===== config.mk =====
export PLATFORM = sky130hd
export DESIGN_NAME = frac_baud_gen
export DESIGN_NICKNAME = d
export VERILOG_FILES = /design/src/rtl/fbg_pkg.sv /design/src/rtl/fbg_cfg_track.sv /design/src/rtl/fbg_frac_spread.sv /design/src/rtl/fbg_period_cnt.sv /design/src/rtl/frac_baud_gen.sv
export SDC_FILE = /design/constraint.sdc
export NUM_CORES = 1
export LEC_CHECK = 0
export BUFFER_PORTS_ARGS = -buffer_cell sky130_fd_sc_hd__buf_2
export CORE_ASPECT_RATIO = 1.5
export CORE_MARGIN = 1
export CORE_UTILIZATION = 61
export CTS_BUF_LIST = sky130_fd_sc_hd__clkbuf_8
export CTS_CLUSTER_DIAMETER = 50
export DETAILED_ROUTE_END_ITERATION = 8
export PLACE_DENSITY = 0.82
export SYNTH_ARGS = -nofsm -noshare
export SYNTH_HDL_FRONTEND = slang
export SYNTH_SLANG_ARGS = --single-unit

===== constraint.sdc =====
create_clock -name clk -period 4.02 [get_ports clk]
set_input_delay 0.603 -clock clk [delete_from_list [all_inputs] [get_ports clk]]
set_output_delay 0.603 -clock clk [all_outputs]
set_load 0.02 [all_outputs]

===== src/rtl/fbg_pkg.sv =====
package fbg_pkg;
    localparam int BYTE_W = 8;
    localparam int FRAC_W = 4;
endpackage


===== src/rtl/fbg_cfg_track.sv =====
module fbg_cfg_track #(
    parameter int BYTE_W = fbg_pkg::BYTE_W,
    parameter int FRAC_W = fbg_pkg::FRAC_W
) (
    input  logic              clk,
    input  logic              rst_n,
    input  logic [BYTE_W-1:0] hi,
    input  logic [BYTE_W-1:0] lo,
    input  logic [FRAC_W-1:0] frac,
    output logic              changed
);
    localparam int CW = 2*BYTE_W + FRAC_W;

    typedef struct packed {
        logic [CW-1:0] cfg;
    } st_t;

    st_t st_d, st_q;

    always_comb begin
        st_d     = st_q;
        st_d.cfg = {hi, lo, frac};
        changed  = (st_d.cfg != st_q.cfg);
    end

    always_ff @(posedge clk or negedge rst_n) begin
        if (!rst_n) st_q <= '0;
        else        st_q <= st_d;
    end
endmodule


===== src/rtl/fbg_frac_spread.sv =====
module fbg_frac_spread #(
    parameter int FRAC_W = fbg_pkg::FRAC_W
) (
    input  logic              clk,
    input  logic              rst_n,
    input  logic [FRAC_W-1:0] frac,
    input  logic              run,
    input  logic              clear,
    input  logic              advance,
    output logic              stretch,
    output logic              last
);
    typedef struct packed {
        logic [FRAC_W-1:0] acc;
        logic [FRAC_W-1:0] idx;
    } st_t;

    st_t st_d, st_q;
    logic [FRAC_W:0] sum;

    always_comb begin
        sum     = {1'b0, st_q.acc} + {1'b0, frac};
        stretch = sum[FRAC_W];
        last    = &st_q.idx;
        st_d    = st_q;
        if (clear || !run) begin
            st_d = '0;
        end else if (advance) begin
            st_d.acc = sum[FRAC_W-1:0];
            st_d.idx = st_q.idx + 1'b1;
        end
    end

    always_ff @(posedge clk or negedge rst_n) begin
        if (!rst_n) st_q <= '0;
        else        st_q <= st_d;
    end

    // The accumulator returns to zero at the start of every sample group.
    assert_acc_aligned_R4: assert property (@(posedge clk) disable iff (!rst_n)
        (st_q.idx == '0) |-> (st_q.acc == '0));
endmodule


===== src/rtl/fbg_period_cnt.sv =====
module fbg_period_cnt #(
    parameter int INT_W = 2*fbg_pkg::BYTE_W
) (
    input  logic             clk,
    input  logic             rst_n,
    input  logic [INT_W-1:0] whole,
    input  logic             stretch,
    input  logic             run,
    input  logic             clear,
    output logic             fire
);
    typedef struct packed {
        logic [INT_W-1:0] cnt;
    } st_t;

    st_t st_d, st_q;
    logic [INT_W:0] lim;

    always_comb begin
        lim  = {1'b0, whole} - 1'b1 + {{INT_W{1'b0}}, stretch};
        fire = run && !clear && ({1'b0, st_q.cnt} == lim);
        st_d = st_q;
        if (clear || !run || fire) st_d.cnt = '0;
        else                       st_d.cnt = st_q.cnt + 1'b1;
    end

    always_ff @(posedge clk or negedge rst_n) begin
        if (!rst_n) st_q <= '0;
        else        st_q <= st_d;
    end

    // The count never passes the longest allowed tick period.
    assert_cnt_bound_R4: assert property (@(posedge clk) disable iff (!rst_n)
        (run && !clear) |-> ({1'b0, st_q.cnt} <= {1'b0, whole}));
endmodule


===== src/rtl/frac_baud_gen.sv =====
module frac_baud_gen #(
    parameter int BYTE_W = fbg_pkg::BYTE_W,
    parameter int FRAC_W = fbg_pkg::FRAC_W
) (
    input  logic              clk,
    input  logic              rst_n,
    input  logic              en,
    input  logic [BYTE_W-1:0] div_hi,
    input  logic [BYTE_W-1:0] div_lo,
    input  logic [FRAC_W-1:0] div_frac,
    output logic              sample_tick,
    output logic              bit_tick
);
    localparam int INT_W = 2*BYTE_W;

    typedef struct packed {
        logic sample;
        logic bitend;
    } tk_t;

    tk_t tk_d, tk_q;
    logic [INT_W-1:0] whole;
    logic run, clear, stretch, last, fire;

    assign whole = {div_hi, div_lo};   // upper byte first
    assign run   = en && (whole != '0);

    fbg_cfg_track #(.BYTE_W(BYTE_W), .FRAC_W(FRAC_W)) u_track (
        .clk(clk), .rst_n(rst_n), .hi(div_hi), .lo(div_lo),
        .frac(div_frac), .changed(clear)
    );

    fbg_frac_spread #(.FRAC_W(FRAC_W)) u_spread (
        .clk(clk), .rst_n(rst_n), .frac(div_frac), .run(run),
        .clear(clear), .advance(fire), .stretch(stretch), .last(last)
    );

    fbg_period_cnt #(.INT_W(INT_W)) u_cnt (
        .clk(clk), .rst_n(rst_n), .whole(whole), .stretch(stretch),
        .run(run), .clear(clear), .fire(fire)
    );

    always_comb begin
        tk_d        = tk_q;
        tk_d.sample = fire;
        tk_d.bitend = fire && last;
    end

    always_ff @(posedge clk or negedge rst_n) begin
        if (!rst_n) tk_q <= '0;
        else        tk_q <= tk_d;
    end

    assign sample_tick = tk_q.sample;
    assign bit_tick    = tk_q.bitend;

    assert_bit_on_sample_R6: assert property (@(posedge clk) disable iff (!rst_n)
        bit_tick |-> sample_tick);
    assert_zero_div_idle_R2: assert property (@(posedge clk) disable iff (!rst_n)
        (whole == '0) |=> !sample_tick);
    assert_disabled_idle_R3: assert property (@(posedge clk) disable iff (!rst_n)
        !en |=> (!sample_tick && !bit_tick));
    assert_restart_quiet_R7: assert property (@(posedge clk) disable iff (!rst_n)
        clear |=> !sample_tick);
endmodule


Word-level counts from Yosys, hierarchy flattened
Index checks and enable logic that the tools add are counted.
{"block": "op_classes", "addsub": 5, "eq_ne": 2, "mux": 3, "n_reduce_logical": 11}
{"cell": "inequality test 20 bit", "count": 1}
{"cell": "adder 17 x 1 -> 17 bit", "count": 1}
{"cell": "== test 16 x 17 -> 1 bit", "count": 1}
{"cell": "subtractor 16 x 1 -> 17 bit, second input constant", "count": 1}
{"cell": "adder 16 x 1 -> 16 bit, second input constant", "count": 1}
{"cell": "two-way mux 16 bit", "count": 1}
{"cell": "two-way mux 8 bit", "count": 2}
{"cell": "nonzero test 16 bit", "count": 1}
{"cell": "adder 4 x 4 -> 5 bit", "count": 1}
{"cell": "adder 4 x 1 -> 4 bit, second input constant", "count": 1}
{"cell": "logical AND 1 bit", "count": 4}
{"cell": "AND reduction 4 bit", "count": 1}
{"cell": "zero test 1 bit", "count": 2}
{"cell": "logical OR 1 bit", "count": 2}
{"cell": "nonzero test 2 bit", "count": 1}
{"block": "totals", "register_bits": 46, "out_inout_bits": 2, "word_cells": 27}

Longest topological paths before layout
Gate-level depths: netlist (run 1).
{"block": "logic_depth", "ltp_word": 6, "depth_mapped": 18, "depth_no_buf": 15}

Cells and area by module
Synthesis (run 1) repeated with hierarchy kept, for this count alone.
{"block": "hier_totals", "hier_cells": 261, "area_unflattened_um2": 2697.6}
{"module": "fbg_period_cnt", "instances": 1, "cells_per_inst": 161, "area_each_um2": 1386.3}
{"module": "fbg_cfg_track", "instances": 1, "cells_per_inst": 47, "area_each_um2": 716.9}
{"module": "fbg_frac_spread", "instances": 1, "cells_per_inst": 44, "area_each_um2": 500.5}
{"module": "frac_baud_gen", "instances": 1, "cells_per_inst": 9, "area_each_um2": 93.8}

Worst setup path after synthesis (run 1)
No wires, ideal clock.
{"block": "synth_timing", "path_type": "input-to-reg", "startpoint": "input div_frac[0]", "endpoint": "register u_spread.st_q[3] in the netlist's numbering", "setup_ns": 0.078, "t_arrival_ns": 3.461, "t_required_ns": 3.942, "slack_ns": 0.481, "cell_stages": 16, "path_buffers": 1, "path_cell_list": "ha_1 inv_1 fa_1 inv_1 a21o_1 a21oi_1 ha_1 ha_1 clkbuf_2 o21ba_1 a221oi_1 a41oi_1 a311oi_1 nand3_2 or4_1 a21oi_1"}
{"block": "synth_between", "elab_chain_cells": 5}
{"item": "start: declaration", "line_no": "frac_baud_gen.sv:10", "source": "input logic [FRAC_W-1:0] div_frac,"}
{"item": "adder 4 x 4 -> 5 bit / inequality test 20 bit (equally long branches)", "line_no": "fbg_frac_spread.sv:22, fbg_cfg_track.sv:23"}
{"item": "adder 17 x 1 -> 17 bit / zero test 1 bit (equally long branches)", "line_no": "fbg_period_cnt.sv:20, fbg_period_cnt.sv:21"}
{"item": "== test 16 x 17 -> 1 bit / logical AND 1 bit (equally long branches)", "line_no": "fbg_period_cnt.sv:21", "source": "fire = run && !clear && ({1'b0, st_q.cnt} == lim);"}
{"item": "logical AND 1 bit", "line_no": "fbg_period_cnt.sv:21"}
{"item": "nonzero test 2 bit (no source line)"}
{"item": "end signal: assignment", "line_no": "fbg_frac_spread.sv:36", "source": "else st_q <= st_d;"}
{"item": "end: declaration", "line_no": "fbg_frac_spread.sv:18", "source": "st_t st_d, st_q;"}
Parallel ways exist; a longest one is shown, timed or not.
A chain may end at the register's enable or synchronous reset.

Final worst setup path (run 1)
Ends and elaborated chain as after synthesis.

==> metrics.txt, run 1 <==
status=completed; Slew @ Worst Pin=approximately 0.98 ns; H-tree Lvls=2; DR iter-0 viols=53; Startpoint Class=primary input; EDFF count, synth=0; Int Pwr=0.6944 mW; IR Drop Worst-Case VDD=about 350 uV; Combinational Power Share=0.111; Layout Nets=around 320; ratio of cells with drive above 1 in the final layout=0.1719; syn_nets=294; Netlist cell types=50; CTS Hold Bufs=0; Most used DFF post-synth=dfrtp_1; CTS tree=done; drt wl/cell=~17 um; share of power burned in the clock network=0.362; GRT Total Usage=0.2636; count of final max-slew check failures=0; Longest Clk Path Bufs=2; vias=roughly 2000; highest clock rate=approximately 270 MHz; Pleak=1.196 nW; core box area=around 0.0042 mm2; Hold Fails Final Rpt=0; Final ANT Viol Nets=0; Rel. slew slack=0.3475; flop2flop setup slack=approximately 0.42 ns; CP endpoint kind=flip-flop; Crit Path Class=in2reg; port bufs=24; TNS Setup=0 ns; Rows=29; Clk Tree Root Cell=clkbuf_8; Max Cap Viol=0; Layout area overhead=8.738%; Die Area=0.004713 mm2; clk sinks=46; min-delay worst type=in2async; DRC=0; min Tclk post-route=roughly 3.7 ns; ANT cells=0; total grt overflow=0; crit-path max FO=8; sw frac=0.2325; largest net degree at the start of global routing=47; filler cell count=332; cts repair resizes=0; Seq pwr share=0.527; initial core utilization=0.6375; Setup-failing EPs final=0; Die Ht=~84 um; global-route wire length before repair=around 9500 um; antenna violations before repair=0; GPL Wtd Cong=around 0.94; P_sw=0.2103 mW; Synth Instances=262; Top-Level Pins=25; RSZ-0062 raised after global routing=false; fin util=0.6932; most common cell after layout, fill and taps aside=dfrtp_1; dpl hpwl=about 4300 um; most frequent cells in the layout=dfrtp_1 (46), xnor2_1 (38), nor2_1 (26); ys async rst share=1.000; Synth Cell Area=roughly 0.0027 mm2; clock skew=0.003086 ns; Critical Path RT=approximately 4.2 ns; Worst Setup SP=div_frac[0]; clock-pin slew on the worst setup and hold paths=roughly 0.080 ns; CTS buffer count=5; pwr dens=slightly above 300 mW/mm2; die width=roughly 56 um; Syn. warnings=0; Setup Fix Bufs, Post-CTS=0; vias in the first global route=a little over 2000; Mean Syn Cell Area=between 10 and 15 um2; FF-to-FF Start=u_spread.st_q[4]; drt first pass iters=4; Routed WL=~5500 um; Skew-Pair Late Insertion Delay=about 0.29 ns; sequential fraction of the synthesis area=0.4253; vias per std cell=between 6 and 7; flops & latches, synth=46; crit share post-route=0.9155; arrival time at the worst endpoint=slightly below 4 ns
-- flip-flops by register name, summed over array words and instances, names as in the netlist --
name,count
bit_tick,1
sample_tick,1
u_cnt.st_q,16
u_spread.st_q,8
u_track.st_q,20
-- per-stage QoR --
step | setup slack (ns) | cell area [um2] | cells | hold WS, ns | total power, mW
2_1_floorplan | 0.4806 | 2706 | 262 | 0.3074 | 0.5450
3_3_place_gp | 0.1525 | 2834 | 323 | 0.5245 | 0.5845
3_5_place_dp | 0.02306 | 2834 | 323 | 0.5333 | 0.5870
4_1_cts | 0.3344 | 2943 | 331 | 0.4592 | 0.9144
5_1_grt | 0.1055 | 2943 | 331 | 0.4587 | 0.9389
6_report | 0.3395 | 2943 | 331 | 0.4573 | 0.9047
-- synthesized netlist by cell type (all sizes together), types with 2 or more instances --
| cell type | count | area share |
|---|---|---|
| inv | 9 | 0.012 |
| xnor2 | 38 | 0.12 |
| and3 | 6 | 0.014 |
| o31ai | 3 | 0.0083 |
| ha | 8 | 0.037 |
| a21oi | 13 | 0.024 |
| clkbuf | 3 | 0.0046 |
| a21o | 3 | 0.0088 |
| nor3 | 6 | 0.019 |
| a311oi | 3 | 0.0097 |
| xor2 | 16 | 0.052 |
| dfrtp | 46 | 0.43 |
| nand2b | 2 | 0.0046 |
| or2 | 2 | 0.0046 |
| nor4 | 4 | 0.015 |
| nand4 | 6 | 0.014 |
| o2111a | 2 | 0.0083 |
| nor2 | 26 | 0.036 |
| mux2i | 2 | 0.0074 |
| o21ai | 8 | 0.018 |
| nand2 | 11 | 0.015 |
| or4 | 5 | 0.014 |
| nand3 | 17 | 0.035 |
| buf | 8 | 0.024 |
-- final timing paths --
kind | cells past startpoint | endpoint
max reg2reg | 15 | u_spread.st_q[3]
max | 16 | u_spread.st_q[3]
min | 1 | u_track.st_q[3]
max in group asynchronous | 1 | u_track.st_q[11]
min in group clk | 1 | u_track.st_q[0]
min reg2reg | 2 | u_spread.st_q[4]
-- power by group through the flow --
stage                     combinational [mW]  clock (mW)  sequential [mW]
after floorplan                       0.0592           0            0.486
after global placement                0.0987           0            0.486
after detailed placement               0.101           0            0.486
after CTS                              0.102       0.336            0.477
after global routing                   0.111       0.350            0.478
final                                  0.101       0.327            0.477
-- cell families (layout without fill, tap and decap cells) --
logic type | count (synthesis) | after routing | synth area share
mux | 2 | 2 | 0.007397
fa+ha+maj | 9 | 9 | 0.04438
simple gates | 89 | 89 | 0.1849
flops | 46 | 46 | 0.4253
xor+xnor | 54 | 54 | 0.1748
compound gates | 42 | 42 | 0.1221
buf+inv | 20 | 43 | 0.04114
-- layout make-up --
type,instances,area (um2),area share
Multi-Input combinational cell,196,1444,0.4906
Tap cell,46,57.56,0.01956
Timing Repair Buffer,26,147.6,0.05017
Clock buffer,5,68.82,0.02338
Sequential cell,46,1151,0.3912
Inverter,9,33.78,0.01148
Clock inverter,3,40.04,0.01361
-- routing by layer --
layer / share of wire / vias to the layer above / global-route usage / wire length, um
li1: - / 961 / - / -
met1: 0.38 / 977 / 0.2860 / 2091
met2: 0.56 / 44 / 0.4924 / 3080
met3: 0.029 / 11 / 0.03721 / 159
met4: 0.036 / 0 / 0.1197 / 198
met5: 0 / - / 0 / 0
-- critical path: stages --
cell      delay [ns]
buf_2           0.11
ha_1            0.19
inv_1           0.06
fa_1            0.39
inv_1           0.07
a21o_1          0.10
a21oi_1         0.06
ha_1            0.20
ha_1            0.27
o21ba_1         0.21
a221oi_1        0.30
a41oi_1         0.08
a311oi_1        0.37
nand3_2         0.20
or4_1           0.55
a21oi_1         0.15
No activity file was read; power rests on OpenSTA's default activity.
==> run 2, diff against run 1 <==
==> constraint.sdc (replaced) <==
create_clock -name clk -period 3.8 [get_ports clk]
set_input_delay 0.57 -clock clk [delete_from_list [all_inputs] [get_ports clk]]
set_output_delay 0.57 -clock clk [all_outputs]
set_load 0.02 [all_outputs]
==> run 2 against run 1 <==
Against the previous run: first-iteration DRC count grew 81%; clock power grew 9.5%; register-to-register slack lost 0.12 ns.
==> metrics.txt, run 2 (synthesis gave the netlist of run 1 again) <==
ANT cells=0; Worst Reg-to-Reg Cells=15; Pleak=around 1.2 nW; Crit path largest cell delay=around 0.52 ns; Hold WS=approximately 0.42 ns; most flop-heavy register=u_track.st_q; most frequent cells in the layout=dfrtp_1 (46), xnor2_1 (38), nor2_1 (26); pwr dens=approximately 330 mW/mm2; global-route wire length before repair=9880 um; Final ANT Viol Nets=0; GR Layer Usage met3=0.04341; Slew @ Worst Pin=a little under 1 ns; cts repair resizes=0; Max Cap Viol=0; fin area=between 0.002 and 0.003 mm2; multi-input gate area in the final layout=roughly 0.0015 mm2; drt wl/cell=between 15 and 20 um; arrival time at the worst endpoint=~3.8 ns; Setup-failing EPs final=0; GPL Wtd Cong=around 0.9; Layout Nets=between 300 and 400; largest net degree at the start of global routing=47; Reg area=0.001151 mm2; drt first pass iters=4; vias=2018; min Tclk post-route=about 3.5 ns; IR Drop Worst-Case VDD=351.5 uV; dpl hpwl=~4200 um; GRT met2 Usage=0.4654; H-tree Lvls=2; status=completed; Setup Fix Bufs, Post-CTS=0; Largest register FFs=20; Top Registers=u_track.st_q (20), u_cnt.st_q (16), u_spread.st_q (8); clock-pin slew on the worst setup and hold paths=approximately 0.090 ns; Routed WL=5531 um; vias per std cell=approximately 6.0; count of final max-slew check failures=0; vias in the first global route=around 2100; GR peak layer=met2; antenna violations before repair=0; CTS buffer count=5; core box area=approximately 0.0042 mm2; Layout area overhead=10.08%; clk sinks=46; Rows=29; min-delay worst type=in2async; critical path cell sequence=buf_2, ha_1, inv_1, fa_1, inv_1, a21o_1, a21oi_1, ha_1, ha_1, buf_4, nand3_1, or4_1, o21ai_2, nand3_2, or4_1, a21oi_1; DR iter-0 viols=between 90 and 100; met1 usage=0.3063; Startpoint Class=primary input; Die Area=~0.0047 mm2; Critical Path RT=4.03 ns; initial core utilization=0.6375; Crit Path Class=in2reg; CTS tree=done; clock skew=0.005317 ns; port bufs=24; Skew-Pair Late Insertion Delay=approximately 0.30 ns; Top-Level Pins=25; most common cell after layout, fill and taps aside=dfrtp_1; die width=56.39 um; fin util=0.7017; crit share post-route=0.9280; filler cell count=roughly 330; Rel. slew slack=0.3404; DRC=0; CP most frequent cell=ha_1; GRT Total Usage=0.2717; ratio of cells with drive above 1 in the final layout=0.1869; Hold Fails Final Rpt=0; crit-path max FO=6; CP endpoint kind=flip-flop; Clk Tree Root Cell=clkbuf_8; Die Ht=approximately 84 um; highest clock rate=around 280 MHz; total grt overflow=0; CTS Hold Bufs=0; RSZ-0062 raised after global routing=false; Longest Clk Path Bufs=2; slowest cell on the critical path=or4_1; placement-stage cell area=between 0.002 and 0.003 mm2
==> run 2: changes by cell type in the layout (fill, tap and decap cells not counted) <==
| cell | change |
|---|---|
| a311oi_2 | +1 |
| buf_4 | +4 |
| a311oi_1 | -1 |
==> run 2: path summary, 6_finish.rpt <==
| path | to | from | slack, ns |
|---|---|---|---|
| setup / recovery | u_spread.st_q[3] | div_frac[0] | 0.27 |
| hold / removal | u_track.st_q[3] | rst_n | 0.42 |
| setup reg to reg | u_spread.st_q[3] | u_spread.st_q[4] | 0.30 |
| hold reg to reg | u_cnt.st_q[0] | u_cnt.st_q[0] | 0.54 |
| max in group asynchronous | u_spread.st_q[2] | rst_n | 2.76 |
| min in group clk | u_track.st_q[4] | div_lo[0] | 0.42 |
==> run 2: per-stage QoR <==
| stage | cells | setup TNS (ns) | total power [mW] | worst slack [ns] |
|---|---|---|---|---|
| 6_report | 335 | 0 | 0.9709 | 0.2736 |
| 5_1_grt | 335 | 0 | 1.003 | 0.009610 |
| 4_1_cts | 335 | 0 | 0.9777 | 0.2477 |
| 3_5_place_dp | 327 | -0.07495 | 0.6222 | -0.07204 |
| 3_3_place_gp | 327 | 0 | 0.6191 | 0.04757 |
| 2_1_floorplan | 262 | 0 | 0.5765 | 0.2936 |
==> run 2: critical path, delay by kind of cell <==
family | cells | cell delay (ns)
buffers and inverters | 4 | 0.41
adders and majority gates | 4 | 0.85
and+or+nand+nor | 4 | 1.27
AOI/OAI and AO/OA | 4 | 0.65
==> run 2: final cells by class <==
type,count,area share
clock buffer,5,0.02310
clock inverter,3,0.01344
inverter,9,0.01134
multi-input combinational,196,0.4868
sequential,46,0.3864
tap,46,0.01932
timing repair buffer,30,0.05964
==> run 2: layer usage <==
layer,share of wire,vias up
met5,0,-
met4,0.060,0
met3,0.033,24
met2,0.52,67
met1,0.39,953
li1,-,974
==> run 2: where the power goes <==
group	internal, mW	switching [mW]
Combinational	0.0425	0.0656
Clock	0.194	0.165
Sequential	0.500	0.00473
Total	0.736	0.235
